--- src/rtl/rfm_pkg.sv ---
package rfm_pkg;
  typedef enum logic [2:0] {
    ST_CFG  = 3'd0,
    ST_OFF  = 3'd1,
    ST_IDW  = 3'd2,
    ST_HDRW = 3'd3,
    ST_DATA = 3'd4,
    ST_PAD  = 3'd5
  } rfm_state_e;
endpackage

--- src/rtl/rfm_tick_cnt.sv ---
module rfm_tick_cnt #(
  parameter int CW = 9
) (
  input  logic          clk,
  input  logic          rst_n,
  input  logic          clr,
  input  logic          inc,
  input  logic [CW-1:0] limit,
  output logic          expire
);
  logic [CW-1:0] cnt_q;
  logic [CW-1:0] cnt_d;

  assign expire = inc & (cnt_q == (limit - 1'b1));

  always_comb begin
    cnt_d = cnt_q;
    if (clr)          cnt_d = '0;
    else if (expire)  cnt_d = '0;
    else if (inc)     cnt_d = cnt_q + 1'b1;
  end

  always_ff @(posedge clk or negedge rst_n) begin
    if (!rst_n) cnt_q <= '0;
    else        cnt_q <= cnt_d;
  end

  // an interval boundary restarts the count
  a_r2_wrap: assert property (@(posedge clk) disable iff (!rst_n)
    expire |=> (cnt_q == '0));
endmodule

--- src/rtl/rfm_pat_match.sv ---
module rfm_pat_match #(
  parameter int W  = 16,
  parameter int LW = $clog2(W + 1)
) (
  input  logic          clk,
  input  logic          rst_n,
  input  logic          clr,
  input  logic          shift,
  input  logic          din,
  input  logic [W-1:0]  pat,
  input  logic [LW-1:0] len,
  output logic          hit,
  output logic          hit_inv
);
  localparam logic [LW-1:0] FULL = LW'(W);

  logic [W-1:0]  hist_q, hist_nxt, mask;
  logic [LW-1:0] fill_q, fill_nxt;
  logic          enough;

  for (genvar gi = 0; gi < W; gi++) begin : g_mask
    assign mask[gi] = (gi < int'(len));
  end

  assign hist_nxt = {hist_q[W-2:0], din};
  assign fill_nxt = (fill_q == FULL) ? fill_q : fill_q + 1'b1;
  assign enough   = (fill_nxt >= len);
  assign hit      = shift & enough & ~|((hist_nxt ^ pat) & mask);
  assign hit_inv  = shift & enough & ~|((hist_nxt ^ ~pat) & mask);

  always_ff @(posedge clk or negedge rst_n) begin
    if (!rst_n) begin
      hist_q <= '0;
      fill_q <= '0;
    end else if (clr) begin
      hist_q <= '0;
      fill_q <= '0;
    end else if (shift) begin
      hist_q <= hist_nxt;
      fill_q <= fill_nxt;
    end
  end

  // an empty history never yields a multi-bit match
  a_r11_no_partial: assert property (@(posedge clk) disable iff (!rst_n)
    (fill_q == '0 && len > 1) |-> (!hit && !hit_inv));
endmodule

--- src/rtl/rfm_shift_out.sv ---
module rfm_shift_out #(
  parameter int BYTE_W = 8,
  parameter int BW     = $clog2(BYTE_W)
) (
  input  logic clk,
  input  logic rst_n,
  input  logic clr,
  input  logic data_en,
  input  logic data_bit,
  input  logic pad_en,
  input  logic inv,
  output logic sck,
  output logic dat,
  output logic aligned_nxt,
  output logic pad_last
);
  localparam logic [BW-1:0] LAST = BW'(BYTE_W - 1);

  logic          sck_q, dat_q, phase_q;
  logic [BW-1:0] cnt_q, cnt_nxt;
  logic          emit, val;

  assign emit        = data_en | (pad_en & phase_q);
  assign val         = data_en ? data_bit : 1'b0;
  assign cnt_nxt     = !emit ? cnt_q : ((cnt_q == LAST) ? '0 : cnt_q + 1'b1);
  assign aligned_nxt = (cnt_nxt == '0);
  assign pad_last    = pad_en & phase_q & (cnt_q == LAST);
  assign sck         = sck_q;
  assign dat         = dat_q;

  always_ff @(posedge clk or negedge rst_n) begin
    if (!rst_n) begin
      sck_q   <= 1'b0;
      dat_q   <= 1'b0;
      phase_q <= 1'b0;
      cnt_q   <= '0;
    end else begin
      sck_q   <= emit;
      phase_q <= pad_en ? ~phase_q : 1'b0;
      if (emit) dat_q <= val ^ inv;
      if (clr)  cnt_q <= '0;
      else      cnt_q <= cnt_nxt;
    end
  end

  // filler clock pulses are separated by an idle cycle
  a_r8_pad_gap: assert property (@(posedge clk) disable iff (!rst_n)
    (pad_en && sck_q) |=> !sck_q);
endmodule

--- src/rtl/rx_frame_mgr.sv ---
module rx_frame_mgr
  import rfm_pkg::*;
#(
  parameter int ID_W     = 16,
  parameter int HDR_W    = 8,
  parameter int TW       = 8,
  parameter int TMO_BITS = 256,
  parameter int BYTE_W   = 8,
  localparam int IDL_W   = $clog2(ID_W + 1),
  localparam int HDL_W   = $clog2(HDR_W + 1)
) (
  input  logic             clk,
  input  logic             rst_n,
  input  logic             cfg_n,
  input  logic             hold_off_n,
  input  logic             hold_on,
  input  logic             tick,
  input  logic             bit_vld,
  input  logic             bit_val,
  input  logic             eom,
  input  logic [ID_W-1:0]  id_pat,
  input  logic [IDL_W-1:0] id_len,
  input  logic [HDR_W-1:0] hdr_pat,
  input  logic [HDL_W-1:0] hdr_len,
  input  logic [TW-1:0]    off_ticks,
  input  logic [TW-1:0]    on_ticks,
  output logic             rx_on,
  output logic             cfg_mode,
  output logic             spi_sck,
  output logic             spi_dat,
  output logic             done
);
  localparam int TMO_W = $clog2(TMO_BITS + 1);
  localparam int CW    = (TW > TMO_W) ? TW : TMO_W;

  rfm_state_e    st_q, st_d;
  logic          inv_q, done_q, done_d;
  logic          cnt_inc, cnt_clr, cnt_exp;
  logic [CW-1:0] cnt_lim;
  logic          id_hit, id_hit_inv, hdr_hit, hdr_hit_inv;
  logic          st_chg, aligned_nxt, pad_last;

  // next-state logic
  always_comb begin
    st_d   = st_q;
    done_d = 1'b0;
    unique case (st_q)
      ST_CFG:  st_d = ST_OFF;
      ST_OFF:  if (cnt_exp) st_d = ST_IDW;
      ST_IDW: begin
        if (id_hit || id_hit_inv) st_d = ST_HDRW;
        else if (cnt_exp)         st_d = ST_OFF;
      end
      ST_HDRW: begin
        if (hdr_hit || hdr_hit_inv) st_d = ST_DATA;
        else if (cnt_exp)           st_d = ST_OFF;
      end
      ST_DATA: begin
        if (eom) begin
          if (aligned_nxt) begin
            st_d   = ST_OFF;
            done_d = 1'b1;
          end else begin
            st_d = ST_PAD;
          end
        end
      end
      ST_PAD: begin
        if (pad_last) begin
          st_d   = ST_OFF;
          done_d = 1'b1;
        end
      end
      default: st_d = ST_OFF;
    endcase
    if (!hold_off_n) begin
      st_d   = ST_OFF;
      done_d = 1'b0;
    end
    if (!cfg_n) begin
      st_d   = ST_CFG;
      done_d = 1'b0;
    end
  end

  // interval / timeout counter selection
  always_comb begin
    cnt_inc = 1'b0;
    cnt_lim = CW'(TMO_BITS);
    unique case (st_q)
      ST_OFF: begin
        cnt_inc = tick;
        cnt_lim = CW'(off_ticks);
      end
      ST_IDW: begin
        cnt_inc = tick & ~hold_on;
        cnt_lim = CW'(on_ticks);
      end
      ST_HDRW: begin
        cnt_inc = bit_vld;
        cnt_lim = CW'(TMO_BITS);
      end
      default: cnt_inc = 1'b0;
    endcase
  end

  assign st_chg  = (st_d != st_q);
  assign cnt_clr = st_chg | ~hold_off_n | ~cfg_n;

  // registers
  always_ff @(posedge clk or negedge rst_n) begin
    if (!rst_n) begin
      st_q   <= ST_OFF;
      inv_q  <= 1'b0;
      done_q <= 1'b0;
    end else begin
      st_q   <= st_d;
      done_q <= done_d;
      if (st_q == ST_HDRW && st_d == ST_DATA) inv_q <= ~hdr_hit;
    end
  end

  rfm_tick_cnt #(.CW(CW)) u_cnt (
    .clk    (clk),
    .rst_n  (rst_n),
    .clr    (cnt_clr),
    .inc    (cnt_inc),
    .limit  (cnt_lim),
    .expire (cnt_exp)
  );

  rfm_pat_match #(.W(ID_W), .LW(IDL_W)) u_id (
    .clk     (clk),
    .rst_n   (rst_n),
    .clr     (st_chg),
    .shift   ((st_q == ST_IDW) & bit_vld),
    .din     (bit_val),
    .pat     (id_pat),
    .len     (id_len),
    .hit     (id_hit),
    .hit_inv (id_hit_inv)
  );

  rfm_pat_match #(.W(HDR_W), .LW(HDL_W)) u_hdr (
    .clk     (clk),
    .rst_n   (rst_n),
    .clr     (st_chg),
    .shift   ((st_q == ST_HDRW) & bit_vld),
    .din     (bit_val),
    .pat     (hdr_pat),
    .len     (hdr_len),
    .hit     (hdr_hit),
    .hit_inv (hdr_hit_inv)
  );

  rfm_shift_out #(.BYTE_W(BYTE_W)) u_out (
    .clk         (clk),
    .rst_n       (rst_n),
    .clr         (st_d == ST_DATA && st_q != ST_DATA),
    .data_en     ((st_q == ST_DATA) & bit_vld & hold_off_n & cfg_n),
    .data_bit    (bit_val),
    .pad_en      ((st_q == ST_PAD) & hold_off_n & cfg_n),
    .inv         (inv_q),
    .sck         (spi_sck),
    .dat         (spi_dat),
    .aligned_nxt (aligned_nxt),
    .pad_last    (pad_last)
  );

  assign rx_on    = (st_q == ST_IDW) || (st_q == ST_HDRW) ||
                    (st_q == ST_DATA) || (st_q == ST_PAD);
  assign cfg_mode = (st_q == ST_CFG);
  assign done     = done_q;

  // forced-off input turns the receiver off on the next cycle
  a_r9_force_off: assert property (@(posedge clk) disable iff (!rst_n)
    !hold_off_n |=> !rx_on);
  // configuration request wins over everything
  a_r10_cfg_prio: assert property (@(posedge clk) disable iff (!rst_n)
    !cfg_n |=> (cfg_mode && !rx_on));
  // completion is reported with the receiver already off
  a_r8_done_off: assert property (@(posedge clk) disable iff (!rst_n)
    done |-> !rx_on);
  // polarity is fixed for the whole payload
  a_r7_inv_hold: assert property (@(posedge clk) disable iff (!rst_n)
    (st_q == ST_DATA) |=> ((st_q != ST_DATA) || $stable(inv_q)));
  // keep-on holds identifier search open
  a_r4_hold_on: assert property (@(posedge clk) disable iff (!rst_n)
    (st_q == ST_IDW && hold_on && hold_off_n && cfg_n) |=> rx_on);
endmodule

--- config.mk ---
export PLATFORM = sky130hd
export DESIGN_NAME = rx_frame_mgr
export DESIGN_NICKNAME = d
export VERILOG_FILES = /design/src/rtl/rfm_pkg.sv /design/src/rtl/rfm_tick_cnt.sv /design/src/rtl/rfm_pat_match.sv /design/src/rtl/rfm_shift_out.sv /design/src/rtl/rx_frame_mgr.sv
export SDC_FILE = /design/constraint.sdc
export NUM_CORES = 1
export LEC_CHECK = 0
export ABC_AREA = 1
export BUFFER_PORTS_ARGS = -buffer_cell sky130_fd_sc_hd__buf_2
export CAP_MARGIN = 5
export CORE_ASPECT_RATIO = 1.4
export CORE_MARGIN = 4
export CORE_UTILIZATION = 45
export CTS_BUF_LIST = sky130_fd_sc_hd__clkbuf_8
export DETAILED_ROUTE_END_ITERATION = 7
export PLACE_DENSITY = 0.77
export SYNTH_ARGS = -nofsm -noshare
export SYNTH_HDL_FRONTEND = slang
export SYNTH_HIERARCHICAL = 1
export SYNTH_SLANG_ARGS = --single-unit
--- constraint.sdc ---
create_clock -name clk -period 3.5 [get_ports clk]
set_input_delay 0.7 -clock clk [delete_from_list [all_inputs] [get_ports clk]]
set_output_delay 0.7 -clock clk [all_outputs]
set_load 0.01 [all_outputs]
==> results.md, run 1 <==
* Status: completed
* Critical path cell sequence: buf_12 > nor2_4 > buf_6 > a22o_4 > nor2_4 > nand2_2 > nor2_4 > xor2_2 > nand4_4 > inv_4 > nand2_2 > nand2_2 > nand2_2 > nor2_2 > nand3_2 > nand2_2 > nand2_2 > nand2_2 > nand3_2 > or2_4 > buf_4 > o22ai_1
* Initial Util at 46.7%
* CP required at 3740 ps
* Buffer depth of the longest clock path at 2
* Initial antenna violation count at 0
* Warnings from Yosys at 6
* Post-synth cell types at 39
* Slowest CP cell: dfstp_2
* Setup slack after layout at 115 ps
* Post-synth top area cell: dfrtp_1
* Post-synth EDFFs at 0
* Via count at 4,355
* Worst slew margin at 50.8%
* Htree depth at 2
* DRT iter0 DRCs at 175
* Power Dens Cells at 230 mW/mm^2
* DRC Markers at 0
* CTS tree: done
* Net Sw Power at 391 uW
* P&R area growth vs syn at 20.3%
* Synthesized flop and latch total at 51
* CP most frequent cell: nand2_2
* Num CTS Buffers at 5
* Tcrit/Tclk final at 96.7%
* # rows at 42
* Top cells by area, synth: dfrtp_1 (28%), nand2_1 (19%), inv_1 (7.8%)
* Internal reg-to-reg setup slack at 110 ps
* Syn_area_per_cell at 6.69 um^2
* Hold Path Class: in2async
* Post-synthesis sequential area ratio at 28.4%
* Seq pwr share at 47.7%
* Detail Route Antenna Nets at 0
* Util after Layout at 56.2%
* Largest stage delay, worst path at 620 ps
* Gr usage total at 17.8%
* Met2 WL at 5610 um
* CP Launch Type: flop
* Setup violations, final at 0
* Hold_buf cts at 0
* Worst r2r path cells at 22
* Peak VDD IR at 151 uV
* Gate power share at 24.2%
* Via/cell ratio at 4.85
* Max-slew violations at 0
* Routed wl met3 at 454 um
* Sink Count at 51
* Clock transition at path regs at 100 ps
* Switch share at 31.5%
* Setup TNS at 0 ps
* Clk_lat worst skew at 320 ps
* Overall die area at 0.0117 mm^2
* Post-Syn Nets at 747
* Diode count at 0
* Most instantiated library cell after synthesis: nand2_1
* Pre-CTS setup slack at -16.9 ps
* Top cell type's share of synthesized area at 27.8%
* Remaining global-route overflow at 0
* Pin count of the biggest net entering global routing at 32
* Slew @ Worst Pin at 738 ps
* Max cap viols at 0
* Core box area at 0.00962 mm^2
* Root Buffer: clkbuf_8
* Layout cell share with drive strength beyond 1 at 27.8%
* DP Wirelength at 8260 um
* RR Startpoint: st_q[0]
* Post-Syn Instances at 672
* RSZ-0062 raised after global routing: true
* Max Used Layer: met4
* Die height at 126 um
* Peak Freq at 0.295 GHz
* Filler cells at 936
* Top cell types by occurrence after synthesis: nand2_1 (222), inv_1 (93), nor2_1 (56), dfrtp_1 (50), nand3_1 (45)
* Placer Congestion at 0.892
* Skew final at 12.6 ps
* Most used flip-flop cell after synthesis: dfrtp_1
* Fin. Hold Viols at 0
* Port bufs at 62
* Final #Nets at 840
* DRT Pass-1 Iters at 4
* P_int at 852 uW
* Clk pwr share at 28.1%
* Leak at 2.84 nW
* Asr flop ratio synth at 100%
* Met1 wire length at 4480 um
* CP Capture Type: flop
* Die Span X at 92.5 um
* Tmin final at 3390 ps
* Crit path kind: reg2reg
* Worst-path fanout max at 6
* First-pass GRT wire length at 17,100 um
* Number of global-route vias before repair at 3,947
* Drt total wl at 10,700 um
* Mapped Area at 0.00449 mm^2
* WL/cell at 11.9 um
* I/O pins at 63
* CP arrival at 3630 ps
* Reg2reg end: u_id/fill_q[2]
[cells in the final DEF (no fill, tap or decap), types with 25 or more instances in the layout]
master     n
dfrtp_1   50
buf_4     33
nand3_1   42
nand2_1  209
o22ai_1   25
buf_2     62
inv_1     88
nand2_2   26
nor2_1    49
[sequential cells by signal (all words and copies together) (netlist names), 3 cells and up]
name / cells
u_id/hist_q: 15
u_cnt/cnt_q: 9
u_hdr/hist_q: 7
u_id/fill_q: 5
u_hdr/fill_q: 4
st_q: 3
u_out/cnt_q: 3
[critical path, delay by kind of cell, from the launching register on]
kind	cells	cell delay, ps
AO/OA/AOI/OAI	2	430
XOR/XNOR	1	210
buffers and inverters	4	490
flip-flops	1	620
AND/OR/NAND/NOR	15	1500
[kinds of logic after synthesis]
kind of cell	after synthesis	share of synthesized area, %
buffers and inverters	122	11.9
xor gates and xnor gates	37	7.38
adders and majority gates	17	4.73
AOI/OAI and AO/OA	60	8.41
and+or+nand+nor	385	39.2
DFF	51	28.4
[what timing repair did]
item,in CTS,in global routing
buffers inserted,2,12
gates resized for setup,3,50
setup endpoints to repair,21,40
pin swaps,2,45
[layout make-up]
type                       instances  area, um^2  share of cell area (%)
multi-input combinational        499        2850                    52.7
sequential                        51        1280                    23.6
timing repair buffer              98         601                    11.1
inverter                         110         425                    7.87
tap                              132         165                    3.05
clock buffer                       5        68.8                    1.27
clock inverter                     3        20.0                   0.370
[layer usage]
layer / vias to the layer above / GRT usage [%]
met3: 16 / 2.57
met2: 85 / 31.8
met5: - / 0
met4: 0 / 6.12
li1: 2288 / -
met1: 1966 / 21.6
[power by group through the flow]
stage | Clock [mW] | Sequential [mW] | Combinational (mW)
after CTS | 0.358 | 0.593 | 0.282
after detailed placement | 0 | 0.605 | 0.274
after floorplan | 0 | 0.603 | 0.175
after global placement | 0 | 0.605 | 0.271
after global routing | 0.385 | 0.593 | 0.337
final | 0.350 | 0.593 | 0.301
[worst max-delay path by stage]
stage	from	endpoint	slack, ps	cells past startpoint
3_3_place_gp	st_q[0]	u_id/hist_q[2]	50	24
6_report	st_q[0]	u_id/fill_q[2]	110	22
2_1_floorplan	st_q[0]	u_id/fill_q[0]	5	26
3_5_place_dp	on_ticks[0]	u_id/hist_q[14]	-20	24
4_1_cts	st_q[0]	u_id/hist_q[14]	30	24
5_1_grt	u_id/fill_q[1]	u_cnt/cnt_q[4]	-200	31
[stage by stage]
stage | hold WS [ps] | area (um^2) | power [mW] | std cells
floorplan | 404 | 4490 | 0.779 | 672
global placement | 436 | 5020 | 0.876 | 876
detailed placement | 433 | 5020 | 0.878 | 876
CTS | 447 | 5150 | 1.23 | 886
global route | 456 | 5410 | 1.32 | 898
finish | 433 | 5410 | 1.24 | 898
No activity file was read; power rests on OpenSTA's default activity.
==> inputs of run 2 (changes only) <==
--- a/config.mk
+++ b/config.mk
@@ -10,10 +10,10 @@
 export CAP_MARGIN = 5
 export CORE_ASPECT_RATIO = 1.4
 export CORE_MARGIN = 4
-export CORE_UTILIZATION = 45
+export CORE_UTILIZATION = 35
 export CTS_BUF_LIST = sky130_fd_sc_hd__clkbuf_8
 export DETAILED_ROUTE_END_ITERATION = 7
-export PLACE_DENSITY = 0.77
+export PLACE_DENSITY = 0.64
 export SYNTH_ARGS = -nofsm -noshare
 export SYNTH_HDL_FRONTEND = slang
 export SYNTH_HIERARCHICAL = 1
==> run 2 against run 1 <==
Compared with the run above: final area about the same; register-to-register slack worse by 30 ps; flip-flop and latch count unchanged; count of clock-buffer cells in the layout up 1; critical path depth up 8; cell count up 1.6%; worst setup slack worse by 34 ps; utilization down 13 points; worst hold slack better by 11 ps; clock skew down 5.3 ps; maximum frequency down 0.99%; critical endpoint is now u_id/hist_q[14].
==> results.md, run 2 (synthesis results as in run 1) <==
* Cell Area, Placed at 0.00508 mm^2
* Remaining global-route overflow at 0
* DRC Markers at 0
* Crit path from: u_id/fill_q[0]
* Worst-path fanout max at 9
* Peak VDD IR at 182 uV
* Htree depth at 2
* Drt total wl at 11,000 um
* Worst slew margin at 47.5%
* Number of global-route vias before repair at 4,029
* Die height at 142 um
* Reg2reg end: u_id/hist_q[14]
* WHS Path Cells at 1
* CP most frequent cell: nand2_1
* Detail Route Antenna Nets at 0
* Via/cell ratio at 4.71
* Finished Cell Area at 0.00540 mm^2
* CP Launch Type: flop
* Slew @ Worst Pin at 787 ps
* Clk_lat worst skew at 310 ps
* RR Startpoint: u_id/fill_q[0]
* Clk pwr share at 32.9%
* Skew final at 7.22 ps
* Diode count at 0
* Regs by FF count: u_id/hist_q: 15 flops, u_cnt/cnt_q: 9 flops, u_hdr/hist_q: 7 flops
* I/O pins at 63
* First-pass GRT wire length at 17,800 um
* Initial Util at 36.1%
* Placer Congestion at 0.870
* Worst r2r path cells at 30
* P_int at 939 uW
* Root Buffer: clkbuf_8
* RSZ-0062 raised after global routing: true
* Via count at 4,295
* Final #Nets at 836
* # rows at 48
* Status: completed
* Port bufs at 62
* Overall die area at 0.0147 mm^2
* Sink Count at 51
* Gate power share at 22.2%
* Die Span X at 104 um
* Power Dens Cells at 244 mW/mm^2
* Net Sw Power at 380 uW
* Seq pwr share at 44.9%
* Tmin final at 3420 ps
* Buffer depth of the longest clock path at 2
* Core box area at 0.0124 mm^2
* CP arrival at 3650 ps
* CP required at 3730 ps
* Slowest CP cell: dfrtp_1
* Max-slew violations at 0
* Commonest non-fill, non-tap cell in the layout: nand2_1
* Hold Path Class: reg2reg
* Initial antenna violation count at 0
* Largest stage delay, worst path at 420 ps
* Tcrit/Tclk final at 97.7%
* Max FFs per register at 15
* Max cap viols at 0
* P&R area growth vs syn at 20.3%
* Hold_buf cts at 0
* Pin count of the biggest net entering global routing at 35
* Setup TNS at 0 ps
* WL/cell at 12.1 um
* DRT Pass-1 Iters at 4
* Most frequent cells in the layout: nand2_1 (214), inv_1 (89), buf_2 (62), nor2_1 (52), dfrtp_1 (48)
* CP Capture Type: flop
* Fin. Hold Viols at 0
* CTS tree: done
* Gr usage total at 14.5%
* Leak at 2.84 nW
* Internal reg-to-reg setup slack at 80 ps
* Num CTS Buffers at 5
* Worst hold endpoint: u_out/phase_q
* Worst Hold Launch: u_out/phase_q
* Switch share at 28.8%
* Setup violations, final at 0
* Layout cell share with drive strength beyond 1 at 26.8%
* Hold Slack at 445 ps
* Clock transition at path regs at 90 ps
* Peak Freq at 0.292 GHz
* DP Wirelength at 8820 um
* DRT iter0 DRCs at 130
* Reg with most FFs: u_id/hist_q
* Crit path kind: reg2reg
-- run 2: what timing repair did --
item | CTS | global route
cloned | 0 | 0
pin swaps | 0 | 18
gates resized for setup | 1 | 42
setup buffers | 0 | 7
endpoints found under the setup margin | 14 | 40
-- run 2: metal layers --
metal  vias up  global-route usage (%)  part of all wire [%]
met1      1935                    16.8                    42
met4         0                    5.67                   2.4
met5         -                       0                     0
li1       2278                       -                     -
met2        65                    26.8                    52
met3        17                    2.41                   3.5
-- run 2: metrics by stage --
| stage | worst slack (ps) | power (mW) | util (%) | cells |
|---|---|---|---|---|
| final | 80.7 | 1.32 | 43.5 | 912 |
| after CTS | 24.3 | 1.32 | 41.8 | 905 |
| after floorplan | 5.03 | 0.779 | - | 672 |
| after global placement | 36.9 | 0.879 | 40.9 | 897 |
| after detailed placement | -28.2 | 0.881 | 40.9 | 897 |
| after global routing | -163 | 1.39 | 43.5 | 912 |
-- run 2: final cells by class --
type	count	area [um^2]
fill	1312	7030
inverter	110	423
timing repair buffer	94	571
multi-input combinational	499	2830
clock buffer	6	82.6
sequential	51	1280
clock inverter	2	35.0
tap	150	188
-- run 2: power by group through the flow --
stage          clock network [mW]  registers, mW  logic (mW)
2_1_floorplan                   0          0.603       0.175
3_3_place_gp                    0          0.604       0.275
3_5_place_dp                    0          0.604       0.277
4_1_cts                     0.451          0.593       0.278
5_1_grt                     0.468          0.592       0.330
6_report                    0.434          0.592       0.293
-- run 2: worst max path at each step --
stage,cells past startpoint,slack (ps),to
detailed placement,24,-30,u_id/hist_q[14]
global route,33,-160,u_cnt/cnt_q[7]
floorplan,26,5,u_id/fill_q[0]
CTS,23,20,u_hdr/fill_q[3]
global placement,24,40,u_id/hist_q[14]
finish,30,80,u_id/hist_q[14]
-- run 2: critical path, delay by kind of cell (launching register included) --
family          cells  cell delay (ps)
compound gates      1              120
fa+ha+maj           2              510
buf+inv             5              460
flops               1              420
simple gates       22             1840
